$ cat src/rtl/vsharp_pkg.sv
package vsharp_pkg;
  localparam int PIX_W_DEF  = 8;
  localparam int K_INT_DEF  = 4;
  localparam int K_FRAC_DEF = 4;
endpackage

$ cat src/rtl/vsharp_diff_stage.sv
module vsharp_diff_stage #(
  parameter int PIX_W = vsharp_pkg::PIX_W_DEF,
  parameter int K_W   = vsharp_pkg::K_INT_DEF + vsharp_pkg::K_FRAC_DEF,
  localparam int DIFF_W = PIX_W + 2
) (
  input  logic                     clk,
  input  logic                     rst,
  input  logic                     in_valid,
  input  logic [PIX_W-1:0]         a_in,
  input  logic [PIX_W-1:0]         n_in,
  input  logic [PIX_W-1:0]         b_in,
  input  logic [K_W-1:0]           k_in,
  output logic                     v1,
  output logic signed [DIFF_W-1:0] diff1,
  output logic [PIX_W-1:0]         n1,
  output logic [K_W-1:0]           k1
);
  logic [DIFF_W-1:0] twice_n;
  logic [DIFF_W-1:0] side_sum;
  logic signed [DIFF_W-1:0] diff_c;

  always_comb begin
    twice_n  = {1'b0, n_in, 1'b0};
    side_sum = {2'b00, a_in} + {2'b00, b_in};
    diff_c   = $signed(twice_n - side_sum);
  end

  always_ff @(posedge clk) begin
    if (rst) begin
      v1    <= 1'b0;
      diff1 <= '0;
      n1    <= '0;
      k1    <= '0;
    end else begin
      v1 <= in_valid;
      if (in_valid) begin
        diff1 <= diff_c;
        n1    <= n_in;
        k1    <= k_in;
      end
    end
  end


  stage1_valid_chk: assert property (@(posedge clk) disable iff (rst)
    !$past(rst) |-> (v1 == $past(in_valid)));
endmodule

$ cat src/rtl/vsharp_gain_stage.sv
module vsharp_gain_stage #(
  parameter int PIX_W  = vsharp_pkg::PIX_W_DEF,
  parameter int K_FRAC = vsharp_pkg::K_FRAC_DEF,
  parameter int K_W    = vsharp_pkg::K_INT_DEF + vsharp_pkg::K_FRAC_DEF,
  localparam int DIFF_W = PIX_W + 2,
  localparam int PROD_W = DIFF_W + K_W + 1
) (
  input  logic                     clk,
  input  logic                     rst,
  input  logic                     v1,
  input  logic signed [DIFF_W-1:0] diff1,
  input  logic [PIX_W-1:0]         n1,
  input  logic [K_W-1:0]           k1,
  output logic                     out_valid,
  output logic [PIX_W-1:0]         out_pix
);
  localparam logic signed [PROD_W-1:0] ROUND_OFS = PROD_W'(1 << (K_FRAC - 1));
  localparam logic signed [PROD_W-1:0] PIX_MAX   = PROD_W'((1 << PIX_W) - 1);

  logic signed [PROD_W-1:0] d_ext, k_ext, prod, rnd, total;
  logic [PIX_W-1:0] sat_c;

  always_comb begin
    d_ext = {{(PROD_W-DIFF_W){diff1[DIFF_W-1]}}, diff1};
    k_ext = {{(PROD_W-K_W){1'b0}}, k1};
    prod  = d_ext * k_ext;
    rnd   = (prod + ROUND_OFS) >>> K_FRAC;
    total = $signed({{(PROD_W-PIX_W){1'b0}}, n1}) + rnd;
    if (total < 0)
      sat_c = '0;
    else if (total > PIX_MAX)
      sat_c = '1;
    else
      sat_c = total[PIX_W-1:0];
  end

  always_ff @(posedge clk) begin
    if (rst) begin
      out_valid <= 1'b0;
      out_pix   <= '0;
    end else begin
      out_valid <= v1;
      if (v1) out_pix <= sat_c;
    end
  end


  stage2_valid_chk: assert property (@(posedge clk) disable iff (rst)
    !$past(rst) |-> (out_valid == $past(v1)));

  zero_gain_pass_chk: assert property (@(posedge clk) disable iff (rst)
    (v1 && k1 == '0) |=> (out_pix == $past(n1)));

  lift_dir_chk: assert property (@(posedge clk) disable iff (rst)
    (v1 && diff1 >= 0) |=> (out_pix >= $past(n1)));

  drop_dir_chk: assert property (@(posedge clk) disable iff (rst)
    (v1 && diff1 <= 0) |=> (out_pix <= $past(n1)));

  bubble_hold_chk: assert property (@(posedge clk) disable iff (rst)
    (!$past(rst) && !out_valid) |-> $stable(out_pix));

  reset_clear_chk: assert property (@(posedge clk)
    rst |=> (!out_valid && out_pix == '0));
endmodule

$ cat src/rtl/vsharp_filter.sv
module vsharp_filter #(
  parameter int PIX_W  = vsharp_pkg::PIX_W_DEF,
  parameter int K_INT  = vsharp_pkg::K_INT_DEF,
  parameter int K_FRAC = vsharp_pkg::K_FRAC_DEF,
  localparam int K_W    = K_INT + K_FRAC,
  localparam int DIFF_W = PIX_W + 2
) (
  input  logic             clk,
  input  logic             rst,
  input  logic             in_valid,
  input  logic [PIX_W-1:0] pix_prev,
  input  logic [PIX_W-1:0] pix_cur,
  input  logic [PIX_W-1:0] pix_next,
  input  logic [K_W-1:0]   gain,
  output logic             out_valid,
  output logic [PIX_W-1:0] out_pix
);
  logic                     v1;
  logic signed [DIFF_W-1:0] diff1;
  logic [PIX_W-1:0]         n1;
  logic [K_W-1:0]           k1;

  vsharp_diff_stage #(.PIX_W(PIX_W), .K_W(K_W)) u_diff (
    .clk(clk), .rst(rst), .in_valid(in_valid),
    .a_in(pix_prev), .n_in(pix_cur), .b_in(pix_next), .k_in(gain),
    .v1(v1), .diff1(diff1), .n1(n1), .k1(k1)
  );

  vsharp_gain_stage #(.PIX_W(PIX_W), .K_FRAC(K_FRAC), .K_W(K_W)) u_gain (
    .clk(clk), .rst(rst), .v1(v1), .diff1(diff1), .n1(n1), .k1(k1),
    .out_valid(out_valid), .out_pix(out_pix)
  );
endmodule

$ cat config.mk
export PLATFORM = sky130hd
export DESIGN_NAME = vsharp_filter
export DESIGN_NICKNAME = d
export VERILOG_FILES = /design/src/rtl/vsharp_pkg.sv /design/src/rtl/vsharp_diff_stage.sv /design/src/rtl/vsharp_gain_stage.sv /design/src/rtl/vsharp_filter.sv
export SDC_FILE = /design/constraint.sdc
export NUM_CORES = 1
export LEC_CHECK = 0
export CAP_MARGIN = 15
export CORE_ASPECT_RATIO = 0.75
export CORE_UTILIZATION = 25
export DETAILED_ROUTE_END_ITERATION = 12
export SYNTH_ARGS = -nofsm -noshare
export SYNTH_HDL_FRONTEND = slang
export SYNTH_SLANG_ARGS = --single-unit
$ cat constraint.sdc
create_clock -name clk -period 8.25 [get_ports clk]
set_clock_uncertainty 0.1 [all_clocks]
set_input_delay 0.825 -clock clk [delete_from_list [all_inputs] [get_ports clk]]
set_output_delay 0.825 -clock clk [all_outputs]
set_load 0.05 [all_outputs]
* Yosys cells after proc, flatten, opt, wreduce, memory -nomap -nowiden
Index checks and enable logic that the tools add are counted.
Operators by class: add/subtract/negate cells 4, multipliers 1, divide/modulo/power cells 0, $lt $le $gt $ge 2, equality and inequality tests 0, shift-type cells 0, multiplexer cells 2, bitwise logic cells 0, reductions and logical operators 0
Operators by type and width (count):
- $add A19 B5 Y19 const B | 1
- $mul A10 B9 Y19 | 1
- $add A9 B15 Y16 | 1
- $gt A16 B9 Y1 const B | 1
- $lt A16 B1 Y1 const B | 1
- $mux W8 | 2
- $sub A9 B10 Y10 | 1
- $add A8 B8 Y9 | 1
Word-level totals: register bits 36, latch bits 0, RAM bits 0, ROM bits 0, input port bits 35, output and inout port bits 9, logic and storage cells 15, memories kept 0

* Logic depth before layout (Yosys ltp)
depth in word-level cells 6, gate-level depth with buffers 25, gate-level depth less buffers 24

* Modules after synthesis
From an unflattened synthesis, not the netlist that was laid out.
Second synthesis, totals: cell total of the unflattened synthesis 657, area, all modules 5602.9 sq um
Modules (own cells, without submodules):
- vsharp_gain_stage | instances 1, cells an instance 492, area each 4061.4 sq um, sequential area each 180.2 sq um
- vsharp_diff_stage | instances 1, cells an instance 165, area each 1541.5 sq um, sequential area each 540.5 sq um

* Least setup slack after synthesis
OpenSTA, ideal clock, no wires.
kind register to register, start register u_diff.diff1[3], end register u_gain.out_pix[6], setup time 133 ps, data arrival time 5718 ps, required time 8017 ps, setup slack 2299 ps, cell stages (with the launch flop) 25, path buffers 2, clock period less this slack 5951 ps, path through dfxtp_1 buf_1 and2_1 fa_1 inv_1 fa_1 inv_1 fa_1 inv_1 fa_1 inv_1 ha_1 clkbuf_1 nand4_1 a211oi_1 nor2_1 xnor2_1 ha_1 nor3_1 nor4b_1 nor4b_2 o2111ai_1 a2111oi_2 a21o_2 a311oi_1
Between the ends: longest elaborated chain between the ends 6, elaborated cells on any way between the ends 7, those cells by class add/sub (2); mul (1); order compare (2); mux (2)
RTL lines:
- start: declaration | RTL line vsharp_diff_stage.sv:14 | output logic signed [DIFF_W-1:0] diff1,
- start signal: assignment | RTL line vsharp_diff_stage.sv:37 | diff1 <= diff_c;
- $mul A10 B9 Y19 (*) | RTL line vsharp_gain_stage.sv:26 | prod = d_ext * k_ext;
- $add A19 B5 Y19 (*) | RTL line vsharp_gain_stage.sv:27 | rnd = (prod + ROUND_OFS) >>> K_FRAC;
- $add A9 B15 Y16 (*) | RTL line vsharp_gain_stage.sv:28 | total = $signed({{(PROD_W-PIX_W){1'b0}}, n1}) + rnd;
- $gt A16 B9 Y1 | RTL line vsharp_gain_stage.sv:31 | else if (total > PIX_MAX)
- $mux W8 | RTL line vsharp_gain_stage.sv:31
- $mux W8 (*) | RTL line vsharp_gain_stage.sv:29 | if (total < 0)
- end signal: assignment | RTL line vsharp_gain_stage.sv:43 | if (v1) out_pix <= sat_c;
- end: declaration | RTL line vsharp_gain_stage.sv:15 | output logic [PIX_W-1:0] out_pix
Every way passes the cells marked *; elsewhere a longest branch is shown, timed or not. A chain may end at the register's enable or synchronous reset.

* Worst setup path in the final report
start register u_diff.diff1[3], end register u_gain.out_pix[1]
The elaborated chain is that of the path after synthesis.

==> results by stage <==
Clock network:
- The number of sinks driven by the clock tree is 36.
- The clock passes through at most 2 buffers.
- TritonCTS built the clock tree.
- Hold repair after CTS inserted 0 buffers.
- The number of buffers inserted by post-CTS setup repair is 0.
- The later-pin clock latency in the skew report is ~0.28 ns.
- Clock-pin slew was measured on the worst setup and hold paths at roughly 0.06 ns.
- The root buffer cell chosen for the clock tree is clkbuf_16.
- The number of H-tree levels is 2.
- TritonCTS created 5 clock buffers.
- Post-CTS repair changed the size of 0 cells.

STA:
- Static timing analysis puts the maximum clock frequency at 156.1 MHz.
- Across all setup checks in the final design, the least slack found is 1.842 ns.
- The post-layout minimum cycle time is ~6.4 ns.
- The max-slew violation count is 0.
- The worst-margin pin slew is 0.5104 ns.
- The final period utilization is about 80%.
- The number of hold violations in the final report came to 0.
- Setup repair after global routing left no endpoint under its margin.
- The worst relative slew slack is 65.86%.
- The final number of setup-violating endpoints is 0.
- In the final timing run, aggregate negative setup slack is 0 ns.

Floorplanning:
- The die is 132.5 um tall.
- The top-level I/O count is 44.
- The width of the die is 176.0 um.
- The die area is 23310 sq um.
- The core region area is 22170 sq um.
- The number of rows created at floorplan is 47.
- The initial core utilization is 25.60%.

Worst setup path:
- The kind of critical path is reg2reg.
- STA classifies the critical path startpoint as a flip-flop.
- The data required time of the critical path is between 8 and 9 ns.
- The data arrival time of the worst path is 6.46 ns.
- The top fanout value on the critical path is 14.
- The worst reg-to-reg path cell count is 22.
- The minimum setup slack among reg-to-reg paths is 1.84 ns.
- The kind of end point of the critical path is a flip-flop.

Final layout:
- The finished layout cell area is 6558 sq um.
- The top cell types in the final layout, fill and taps aside, are inv_1, fa_1, ha_1.
- The share of final-layout standard cells stronger than drive strength 1 is 3.395%.
- The count of cells in the finished layout, fillers not included, comes to 1001.
- The library cell used most frequently in the layout, excluding fill and tap cells, is inv_1.
- The net count reported at finish is 873.
- The relative area change from synthesis to final layout is 15.54%.
- Cells fill 29.58% of the core in the end.
- The diode insertion count for antenna repair is 0.

Global route:
- The initial antenna violation count was 0.
- The largest net degree at the start of global routing is 38.
- The number of global-route vias before repair was 4395.
- The total grt overflow is 0.
- The first global-routing pass estimated 22.51 mm of wire.
- Global routing used 12.03% of the available tracks across all layers.

Route:
- The per-cell via count in the routed design is 4.397.
- The remaining antenna violation count is 0.
- For this block, the via count after detailed routing is 4401.
- The violation count after the first detailed-routing iteration is 247.
- Wires add up to 13.17 mm.
- The first detailed-routing pass ran for 4 iterations.
- After detailed routing, the number of remaining DRC violations is 0.
- After detailed routing, the average wire length per cell comes to 13.16 um.

Synth:
- The number of register bits inferred by synthesis is 36.
- The number of different library cells used by synthesis comes to 54.
- By area the synthesized netlist is led by fa_1, ha_1, dfxtp_1.
- The number of warnings printed during yosys synthesis is 0.
- Each instance of the synthesized netlist takes up on average 8.346 sq um.
- The synthesized netlist cell count is just under 700.
- Of the synthesized area, sequential elements account for 12.70%.
- Yosys mapped a number of flops with a built-in enable equal to 0.
- The total nets after synthesis is approximately 850.
- The synthesized design spends more area on one cell type than any other, namely fa_1.
- Of all flip-flops after synthesis, the portion carrying an async set or reset was 0%.
- The most used flip-flop cell after synthesis is dfxtp_1.
- After synthesis the cells add up to 5675 sq um.
- The synthesized design devotes to its leading area cell type 23.99% of total area.

Placed design:
- The detailed placer's ending HPWL is ~11 mm.
- The final RePlAce weighted congestion is 0.8401.
- After detailed placement, the design holds a cell count of 993.
- The number of buffer cells added on primary ports is 43.
- The worst-case setup slack after placement is approximately 1.9 ns.
- The placed instances occupy a cell area of 6390 sq um.

Power:
- Power spread over the standard cell area amounts to 137.4 nW/um^2.
- The leakage dissipation is 0.003095 uW.
- The worst supply voltage drop on vdd is between 0.0001 and 0.00015 V.

Worst hold path:
- The tightest min-delay check is of the reg2reg type.
- The cell depth of the worst min-delay path is 2.

Status:
- The run finished with clean final reports.

Run:
- Across the run, the number of max-cap violations was 0.
## metal layers
layer  GRT usage, %  routed length (um)  vias up
met5              0                   0        -
met4          1.449                  73        0
met3          2.040                 648        7
met2          16.60                5168       81
met1          19.43                7284     2056
li1               -                   -     2257
## synthesized netlist by cell type, drive strengths merged, types with 8 or more instances
cell type,n
nor2,41
a21oi,36
xor2,8
xnor2,18
and2,45
a21boi,12
dfxtp,36
nand2,57
fa,68
ha,64
clkbuf,24
o21ai,19
mux2i,22
nor3,12
inv,127
## cell type report
| class | instances | area (sq um) |
|---|---|---|
| Fill cell | 2343 | 15610 |
| Multi-Input combinational cell | 490 | 4375 |
| Sequential cell | 36 | 720.7 |
| Inverter | 128 | 480.5 |
| Timing Repair Buffer | 45 | 445.4 |
| Tap cell | 294 | 367.9 |
| Clock buffer | 5 | 125.1 |
| Clock inverter | 3 | 42.54 |
## report_power, final
part	switching (uW)	internal, uW
clock	78.1	142
combinational	259	193
sequential	35.8	193
total	373	528
## sequential cells by signal, indices dropped and copies added, names as in the netlist
register and flops:
u_gain.out_valid 1, u_diff.k1 8, u_diff.n1 8, u_gain.out_pix 8, u_diff.diff1 10, u_diff.v1 1
## worst paths after layout
path / startpoint / to
setup / recovery: u_diff.diff1[3] / u_gain.out_pix[1]
hold / removal: u_gain.out_pix[5] / u_gain.out_pix[5]
setup reg to reg: u_diff.diff1[3] / u_gain.out_pix[1]
hold reg to reg: u_gain.out_pix[5] / u_gain.out_pix[5]
## worst max-delay path: stages (launching register included)
cell and delay [ns]:
dfxtp_1 0.44, and2_1 0.25, fa_1 0.53, inv_1 0.05, fa_1 0.47, inv_1 0.06
fa_1 0.57, inv_1 0.07, fa_1 0.53, inv_1 0.05, ha_1 0.40, nand4_1 0.12
a211oi_1 0.42, nor2_1 0.10, xnor2_1 0.14, ha_1 0.35, nor3_1 0.07, nor4b_1 0.40
nor4b_2 0.27, o2111ai_1 0.19, a2111oi_2 0.38, a21o_2 0.23, a311oi_1 0.11
## cells by family (layout without fill, tap and decap cells)
kind of cell	Yosys count	after routing	synth area share (%)
simple gates	196	196	17.37
buf+inv	154	181	10.21
flops	36	36	12.70
compound gates	114	114	13.73
mux	22	22	3.880
xor+xnor	26	26	4.012
fa+ha+maj	132	132	38.10
## stage by stage
step | power [uW] | hold WS (ns)
2_1_floorplan | 559.1 | 0.3583
3_3_place_gp | 675.6 | 0.3984
3_5_place_dp | 678.5 | 0.4030
4_1_cts | 906.6 | 0.4185
5_1_grt | 974.5 | 0.4442
6_report | 901.0 | 0.4211
Power figures use the tool's default switching activity.
